[src/rtl/cfr_pkg.sv]
package cfr_pkg;
  localparam int unsigned FLD_W = 4;
  typedef logic [FLD_W-1:0] fld_t;

  // Pack a field MSB-first: less, greater, equal, summary
  function automatic fld_t pack_fld(input logic lt, input logic gt,
                                    input logic eq, input logic so);
    return {lt, gt, eq, so};
  endfunction
endpackage

[src/rtl/cfr_xer.sv]
module cfr_xer #(
  parameter int unsigned XER_W = 32
) (
  input  logic             clk,
  input  logic             rst,
  input  logic             wr,
  input  logic [XER_W-1:0] wdata,
  input  logic             carry_rec,
  input  logic             carry,
  input  logic             ovf_rec,
  input  logic             ovf,
  input  logic             so_clr,
  input  logic             mv_clr,
  output logic             so_q,
  output logic             ov_q,
  output logic             ca_q,
  output logic             so_nxt,
  output logic [XER_W-1:0] xer_q
);
  localparam int unsigned PAD_W = XER_W - 3;

  logic so_d, ov_d, ca_d;

  always_comb begin
    so_d = so_q;
    ov_d = ov_q;
    ca_d = ca_q;
    if (wr) begin
      so_d = wdata[XER_W-1];
      ov_d = wdata[XER_W-2];
      ca_d = wdata[XER_W-3];
    end else begin
      if (carry_rec) ca_d = carry;
      if (ovf_rec) begin
        ov_d = ovf;
        if (ovf) so_d = 1'b1;
      end
      if (so_clr) so_d = 1'b0;
      if (mv_clr) begin
        so_d = 1'b0;
        ov_d = 1'b0;
        ca_d = 1'b0;
      end
    end
  end

  always_ff @(posedge clk) begin
    if (rst) begin
      so_q <= 1'b0;
      ov_q <= 1'b0;
      ca_q <= 1'b0;
    end else begin
      so_q <= so_d;
      ov_q <= ov_d;
      ca_q <= ca_d;
    end
  end

  assign so_nxt = so_d;
  assign xer_q  = {so_q, ov_q, ca_q, {PAD_W{1'b0}}};


  so_sticky_chk: assert property (@(posedge clk) disable iff (rst)
    (so_q && !wr && !mv_clr && !so_clr) |=> so_q);


  ov_track_chk: assert property (@(posedge clk) disable iff (rst)
    (ovf_rec && !wr && !mv_clr) |=> (ov_q == $past(ovf)));


  mv_clear_chk: assert property (@(posedge clk) disable iff (rst)
    (mv_clr && !wr) |=> (!so_q && !ov_q && !ca_q));
endmodule

[src/rtl/cfr_crf.sv]
module cfr_crf
  import cfr_pkg::*;
#(
  parameter int unsigned NUM_FIELDS = 8,
  parameter int unsigned SEL_W      = $clog2(NUM_FIELDS),
  parameter int unsigned CR_W       = NUM_FIELDS * FLD_W
) (
  input  logic             clk,
  input  logic             rst,
  input  logic             wr,
  input  logic [CR_W-1:0]  wdata,
  input  logic             rec_en,
  input  fld_t             rec_fld,
  input  logic             cmp_en,
  input  logic [SEL_W-1:0] cmp_sel,
  input  fld_t             cmp_fld,
  input  logic             mv_en,
  input  logic [SEL_W-1:0] mv_sel,
  input  fld_t             mv_fld,
  output logic [CR_W-1:0]  cr_q
);
  fld_t fld_q [NUM_FIELDS];

  for (genvar g = 0; g < NUM_FIELDS; g++) begin : g_fld
    localparam int unsigned HI = CR_W - 1 - g * FLD_W;
    fld_t nxt;
    logic rec_hit;

    if (g == 0) begin : g_rec
      assign rec_hit = rec_en;
    end else begin : g_norec
      assign rec_hit = 1'b0;
    end

    // Move beats compare, compare beats record
    always_comb begin
      nxt = fld_q[g];
      if (rec_hit) nxt = rec_fld;
      if (cmp_en && (cmp_sel == SEL_W'(g))) nxt = cmp_fld;
      if (mv_en && (mv_sel == SEL_W'(g))) nxt = mv_fld;
    end

    always_ff @(posedge clk) begin
      if (rst)     fld_q[g] <= '0;
      else if (wr) fld_q[g] <= wdata[HI -: FLD_W];
      else         fld_q[g] <= nxt;
    end

    assign cr_q[HI -: FLD_W] = fld_q[g];
  end


  cr_load_chk: assert property (@(posedge clk) disable iff (rst)
    wr |=> (cr_q == $past(wdata)));


  mv_wins_chk: assert property (@(posedge clk) disable iff (rst)
    (mv_en && cmp_en && (mv_sel == cmp_sel) && !wr) |=>
      (fld_q[$past(mv_sel)] == $past(mv_fld)));
endmodule

[src/rtl/cond_flag_reg.sv]
module cond_flag_reg
  import cfr_pkg::*;
#(
  parameter int unsigned NUM_FIELDS = 8,
  parameter int unsigned DATA_W     = 32,
  parameter int unsigned XER_W      = 32,
  parameter int unsigned SEL_W      = $clog2(NUM_FIELDS),
  parameter int unsigned CR_W       = NUM_FIELDS * FLD_W
) (
  input  logic              clk,
  input  logic              rst,
  input  logic [DATA_W-1:0] alu_result,
  input  logic              alu_carry,
  input  logic              alu_ovf,
  input  logic              carry_rec,
  input  logic              ovf_rec,
  input  logic              cr0_rec,
  input  logic              cmp_wr,
  input  logic [SEL_W-1:0]  cmp_sel,
  input  logic              cmp_lt,
  input  logic              cmp_gt,
  input  logic              cmp_eq,
  input  logic              mvx_wr,
  input  logic [SEL_W-1:0]  mvx_sel,
  input  logic              so_clr,
  input  logic              cr_wr,
  input  logic [CR_W-1:0]   cr_wdata,
  input  logic              xer_wr,
  input  logic [XER_W-1:0]  xer_wdata,
  input  logic [SEL_W-1:0]  rd_sel,
  output logic [FLD_W-1:0]  rd_field,
  output logic [CR_W-1:0]   cr_q,
  output logic [XER_W-1:0]  xer_q
);
  logic so_q, ov_q, ca_q, so_nxt;
  logic res_neg, res_zero, res_pos;
  fld_t rec_fld, cmp_fld, mv_fld;

  cfr_xer #(.XER_W(XER_W)) u_xer (
    .clk(clk), .rst(rst), .wr(xer_wr), .wdata(xer_wdata),
    .carry_rec(carry_rec), .carry(alu_carry),
    .ovf_rec(ovf_rec), .ovf(alu_ovf),
    .so_clr(so_clr), .mv_clr(mvx_wr),
    .so_q(so_q), .ov_q(ov_q), .ca_q(ca_q), .so_nxt(so_nxt), .xer_q(xer_q)
  );

  assign res_neg  = alu_result[DATA_W-1];
  assign res_zero = ~|alu_result;
  assign res_pos  = ~res_neg & ~res_zero;
  assign rec_fld  = pack_fld(res_neg, res_pos, res_zero, so_nxt);
  assign cmp_fld  = pack_fld(cmp_lt, cmp_gt, cmp_eq, so_nxt);
  assign mv_fld   = pack_fld(so_q, ov_q, ca_q, 1'b0);

  cfr_crf #(.NUM_FIELDS(NUM_FIELDS)) u_crf (
    .clk(clk), .rst(rst), .wr(cr_wr), .wdata(cr_wdata),
    .rec_en(cr0_rec), .rec_fld(rec_fld),
    .cmp_en(cmp_wr), .cmp_sel(cmp_sel), .cmp_fld(cmp_fld),
    .mv_en(mvx_wr), .mv_sel(mvx_sel), .mv_fld(mv_fld),
    .cr_q(cr_q)
  );

  always_ff @(posedge clk) begin
    if (rst) rd_field <= '0;
    else     rd_field <= cr_q[(CR_W-1) - FLD_W*rd_sel -: FLD_W];
  end

  logic f0_busy;
  assign f0_busy = cr_wr || (cmp_wr && cmp_sel == '0) || (mvx_wr && mvx_sel == '0);


  rec_sign_chk: assert property (@(posedge clk) disable iff (rst)
    (cr0_rec && !f0_busy) |=>
      ((cr_q[CR_W-1] == $past(alu_result[DATA_W-1])) &&
       ($countones(cr_q[CR_W-1 -: 3]) == 1)));


  rec_so_fresh_chk: assert property (@(posedge clk) disable iff (rst)
    (cr0_rec && !f0_busy && ovf_rec && alu_ovf && !xer_wr && !mvx_wr && !so_clr)
      |=> cr_q[CR_W-FLD_W]);


  rd_port_chk: assert property (@(posedge clk) disable iff (rst)
    (!rst) |=> (rd_field == $past(cr_q[(CR_W-1) - FLD_W*rd_sel -: FLD_W])));
endmodule

[config.mk]
export PLATFORM = sky130hd
export DESIGN_NAME = cond_flag_reg
export DESIGN_NICKNAME = d
export VERILOG_FILES = /design/src/rtl/cfr_pkg.sv /design/src/rtl/cfr_xer.sv /design/src/rtl/cfr_crf.sv /design/src/rtl/cond_flag_reg.sv
export SDC_FILE = /design/constraint.sdc
export NUM_CORES = 1
export LEC_CHECK = 0
export CAP_MARGIN = 20
export CORE_AREA = 2 2 59 116
export CTS_BUF_LIST = sky130_fd_sc_hd__clkbuf_16
export DETAILED_ROUTE_END_ITERATION = 12
export DIE_AREA = 0 0 61 118
export DONT_BUFFER_PORTS = 1
export GPL_TIMING_DRIVEN = 0
export SLEW_MARGIN = 20
export SYNTH_ARGS = -nofsm -noshare
export SYNTH_HDL_FRONTEND = slang
export SYNTH_SLANG_ARGS = --single-unit
[constraint.sdc]
create_clock -name clk -period 3.65 [get_ports clk]
set_input_delay 0.1825 -clock clk [delete_from_list [all_inputs] [get_ports clk]]
set_output_delay 0.1825 -clock clk [all_outputs]
set_load 0.02 [all_outputs]
After elaboration in Yosys (flattened, before gate mapping):

Memory sizes are Yosys's and may differ from the RTL's.
Index checks and enable logic that the tools add are counted.

* register bits: 7
* RAM bits: 32
* input port bits: 120
* output and inout port bits: 68
* logic and storage cells: 113
* memories kept: 1

Memories
* u_crf.fld_q: depth 8, width 4, rd ports 8, clocked after Yosys merged registers in 0, wr ports 8, line cfr_crf.sv:22 `fld_t fld_q [NUM_FIELDS];`

* $add $sub $neg: 1
* equal/unequal tests: 14
* shifts and indexed selects: 1
* mux-type cells: 52
* bitwise gates (word level): 18
* reduce and logical (&&, ||, !) cells: 22

Operators by type and width (number)
* $mux W4: 33
* $shiftx A35 B33 Y4: 1
* $reduce_or A32 Y1: 1
* $eq A3 B3 Y1 const B: 8
* $mux W1: 19
* $logic_and A1 B1 Y1: 16
* $or A1 B1 Y1: 16
* $eq A3 B2 Y1 const B: 4
* $eq A3 B1 Y1 const B: 2
* $logic_not A3 Y1: 2
* $reduce_bool A3 Y1: 2
* $sub A5 B5 Y6 const A: 1
* $and A1 B1 Y1: 1
* $logic_not A1 Y1: 1
* $not A1 Y1: 1

Logic depth before layout (Yosys ltp):

* depth after elaboration: 9
* gate-level depth with buffers: 6
* mapped depth without buffers: 4

Modules after synthesis:

From an unflattened synthesis, not the netlist that was laid out.

* cell total of the unflattened synthesis: 269
* area total of the unflattened synthesis: 2886.5 µm²

By module, submodules not included
* cfr_crf: times used 1, cells each 185, area an instance 2074.5 µm², seq. area each 960.9 µm²
* cond_flag_reg: times used 1, cells each 36, area an instance 422.9 µm², seq. area each 80.1 µm²
* cfr_xer: times used 1, cells each 48, area an instance 389.1 µm², seq. area each 60.1 µm²

Least setup slack after synthesis:

Ideal clock, no wire load.

* kind: in2reg
* start: input mvx_sel[1]
* end: memory u_crf.fld_q[0][1] (netlist bit) (data pin)
* data arrival time: 1389 ps
* data required time: 3389 ps
* setup slack: 2000 ps
* stages on the path: 6
* cell sequence: buf_2 or4b_1 buf_2 nand3_2 o21ai_1 a221o_1

RTL lines
* from (decl): line cond_flag_reg.sv:24 `input logic [SEL_W-1:0] mvx_sel,`
* to (decl): line cfr_crf.sv:22

==> impl_metrics.ini <==
[routing]
num_vias = 2121
route.detailed.drc = 0
drt_wl_total_um = 7670
drt_iter0_drc = 41
avgRoutedWirePerCell_um = 19.1
ant_nets = 0
firstDrtPassIters = 4
vias_per_cell = 5.29

[critical_path]
required_ns = 3.80
timing.critical_path.arrival_ns = 2.07
worstPathCellList = clkbuf_1 -> a21oi_1 -> o41a_1 -> nor3_1 -> a22o_1
crit_path_start = u_xer.so_q$_SDFF_PP0_
timing.rr.start = u_xer.so_q$_SDFF_PP0_
r2r_slack_ns = 1.73
worstSetupPathType = flop to flop
crit_path_end_kind = flop
worst-path-buf-inv = 1
reg2reg_depth = 5
worst_setup_path_start_kind = flop
path_delay_family = compound AO/OA/AOI/OAI gates
r2r-end = u_crf.fld_q[0][12]$_DFFE_PP_
slowest_delay_ns = 0.45
cp_max_fo = 9
cpMaxStageDelayCell = nor3_1

[power]
internal_power_mw = 0.867
clkPwrFrac_pct = 33.1
ir_drop_uv = 214
p_switching_mw = 0.346
swShare_pct = 28.5
power.leakage_nw = 1.30
power_density_mw_per_mm2 = 391
p_comb_share_pct = 17.3
p_total_mw = 1.21
pwr-share-seq_pct = 49.6

[status]
run_status = finished, final reports clean

[clock_tree]
cts_inserted_buffers = 5
clk_pin_slew_ns = 0.05
cts_resized = 0
cts_hold_buf = 0
cts_buffer_depth = 2
cts.sinks = 39
cts-root-buf = clkbuf_16
clk_latency_ns = 0.28
tritoncts = yes
postCtsSetupRepairBufs = 0
htreeDepth = 2

[layout]
regArea_mm2 = 0.00110
nNetsFinal = 434
antenna_cells = 0
area_growth_pct = 12.7
multi_input_area_mm2 = 0.00140
design_area_mm2 = 0.00310
nFillCells = 625
drive_gt1_share_pct = 18.4

[yosys]
synth_top_cell_by_area = edfxtp_1
synth_flop_cell = edfxtp_1
synth_warnings = 0
synthArstFlopShare_pct = 0
synth_seq_area_share_pct = 40.0
synth.area.top_cells = edfxtp_1 (35%), mux2i_1 (10%), buf_4 (8.7%)
synth_area_mm2 = 0.00275
synth_enable_flop_cells = 32
ys_types = 37
synth_top_area_share_pct = 34.9
avgSynthCellArea_um2 = 9.86
syn_inst = 279
synth.ff_latch_count = 39

[timing]
maxSlewHeadroom_pct = 51.3
fin_skew_ns = 0.00382
fin_hold_ws_ns = 0.0655
setup_viol = 0
period_share_pct = 52.7
rsz0062_at_grt = false
tightestPinTransition_ns = 0.721
worst_slack_ns = 1.73
slew_violations = 0
hold_violations = 0
fin_tns_setup_ns = 0
fin_crit_ns = 1.92
max_freq_mhz = 520

[hold_path]
worstHoldPathType = primary input to flop
hold_depth = 2
hold_path_startpoint = xer_wr
hold_end = u_xer.ov_q$_SDFFE_PP0P_

[placed_design]
place_congestion = 0.887
dpl_cell_area_mm2 = 0.00296
port_buffers = 0
hpwlAfterDp_um = 6590
dp_slack_ns = 1.72

[global_route]
antenna_found_initial = 0
grt_usage_pct = 21.6
grt-ovfl-total = 0
grt_pass1_vias = 2061
grt_max_degree = 12
grt_pass1_wl_um = 11200

[floorplan]
start_util_pct = 43.6
dieArea_mm2 = 0.00720
die_w_um = 61
core-area_mm2 = 0.00631
placementRows = 41
num_io_pins = 188
die_h_um = 118

[flow_run]
maxCapViolCount = 0
## worst max-delay path by stage
stage | to | slack [ns] | cells after the start
after detailed placement | u_crf.fld_q[0][12]$_DFFE_PP_ | 1.72 | 5
after floorplan | u_crf.fld_q[0][1]$_DFFE_PP_ | 2.00 | 6
after global routing | u_crf.fld_q[0][12]$_DFFE_PP_ | 1.54 | 5
after CTS | u_crf.fld_q[0][12]$_DFFE_PP_ | 1.70 | 5
after global placement | u_crf.fld_q[1][8]$_DFFE_PP_ | 1.75 | 5
final | u_crf.fld_q[0][12]$_DFFE_PP_ | 1.73 | 5
## area by class of cell
class,instances,area share [%]
clock inverter,3,0.404
clock buffer,5,4.04
buffer,58,11.3
multi-input combinational,208,45.0
tap,86,3.47
inverter,2,0.242
sequential,39,35.5
## layout by cell type, fill, tap and decap left out, types with 5 or more instances in the layout
master,Yosys,layout
a21oi_1,7,7
buf_2,5,5
buf_4,32,32
clkbuf_1,20,20
clkbuf_16,0,5
conb_1,1,29
dfxtp_1,7,7
edfxtp_1,32,32
mux2i_1,28,28
mux4_2,8,8
nand2_1,26,26
nand3_1,8,8
nor2_1,14,14
nor2b_1,22,22
nor4_1,8,8
o21ai_0,23,23
## cell families (layout without fill, tap and decap cells)
family | count (synthesis) | after routing | share of synthesized area, %
simple gates | 98 | 98 | 19.6
buf+inv | 60 | 68 | 13.1
compound gates | 42 | 42 | 9.19
mux | 39 | 39 | 18.0
flops | 39 | 39 | 40.0
other cells | 1 | 29 | 0.136
## Yosys cell counts (2+ instances only)
cell type,instances
inv_1,2
buf_2,5
clkbuf_1,20
a21oi_1,7
dfxtp_1,7
buf_4,32
nand2_1,26
mux4_2,8
a22o_1,4
nand2b_1,2
nand4b_1,3
nor3_1,3
o21ai_0,23
mux2_2,3
nand4_1,4
nor4bb_1,2
nor4_1,8
nand3_1,8
edfxtp_1,32
mux2i_1,28
nor2_1,14
nor2b_1,22
a221o_1,2
## flip-flops by register name, summed over array words and instances, names as in the netlist
signal       flops
rd_field         4
u_crf.fld_q     32
u_xer.ca_q       1
u_xer.ov_q       1
u_xer.so_q       1
## power groups by stage
stage	combinational [mW]	sequential [mW]	clock [mW]
floorplan	0.174	0.598	0
global placement	0.207	0.609	0
detailed placement	0.210	0.611	0
CTS	0.210	0.601	0.404
global route	0.231	0.605	0.415
finish	0.210	0.601	0.402
## metrics by stage
| step | instances | util, % |
|---|---|---|
| floorplan | 307 | - |
| global placement | 393 | 47.0 |
| detailed placement | 393 | 47.0 |
| CTS | 401 | 49.1 |
| global route | 401 | 49.1 |
| finish | 401 | 49.1 |
## per-layer routing
layer  share of wire [%]  routed length [µm]  global-route usage (%)
met1                  33                2550                    21.9
met2                  56                4270                    39.8
met3                 8.4                 643                    5.27
met4                 2.7                 208                    8.15
met5                   0                   0                       0
Power figures use the tool's default switching activity.
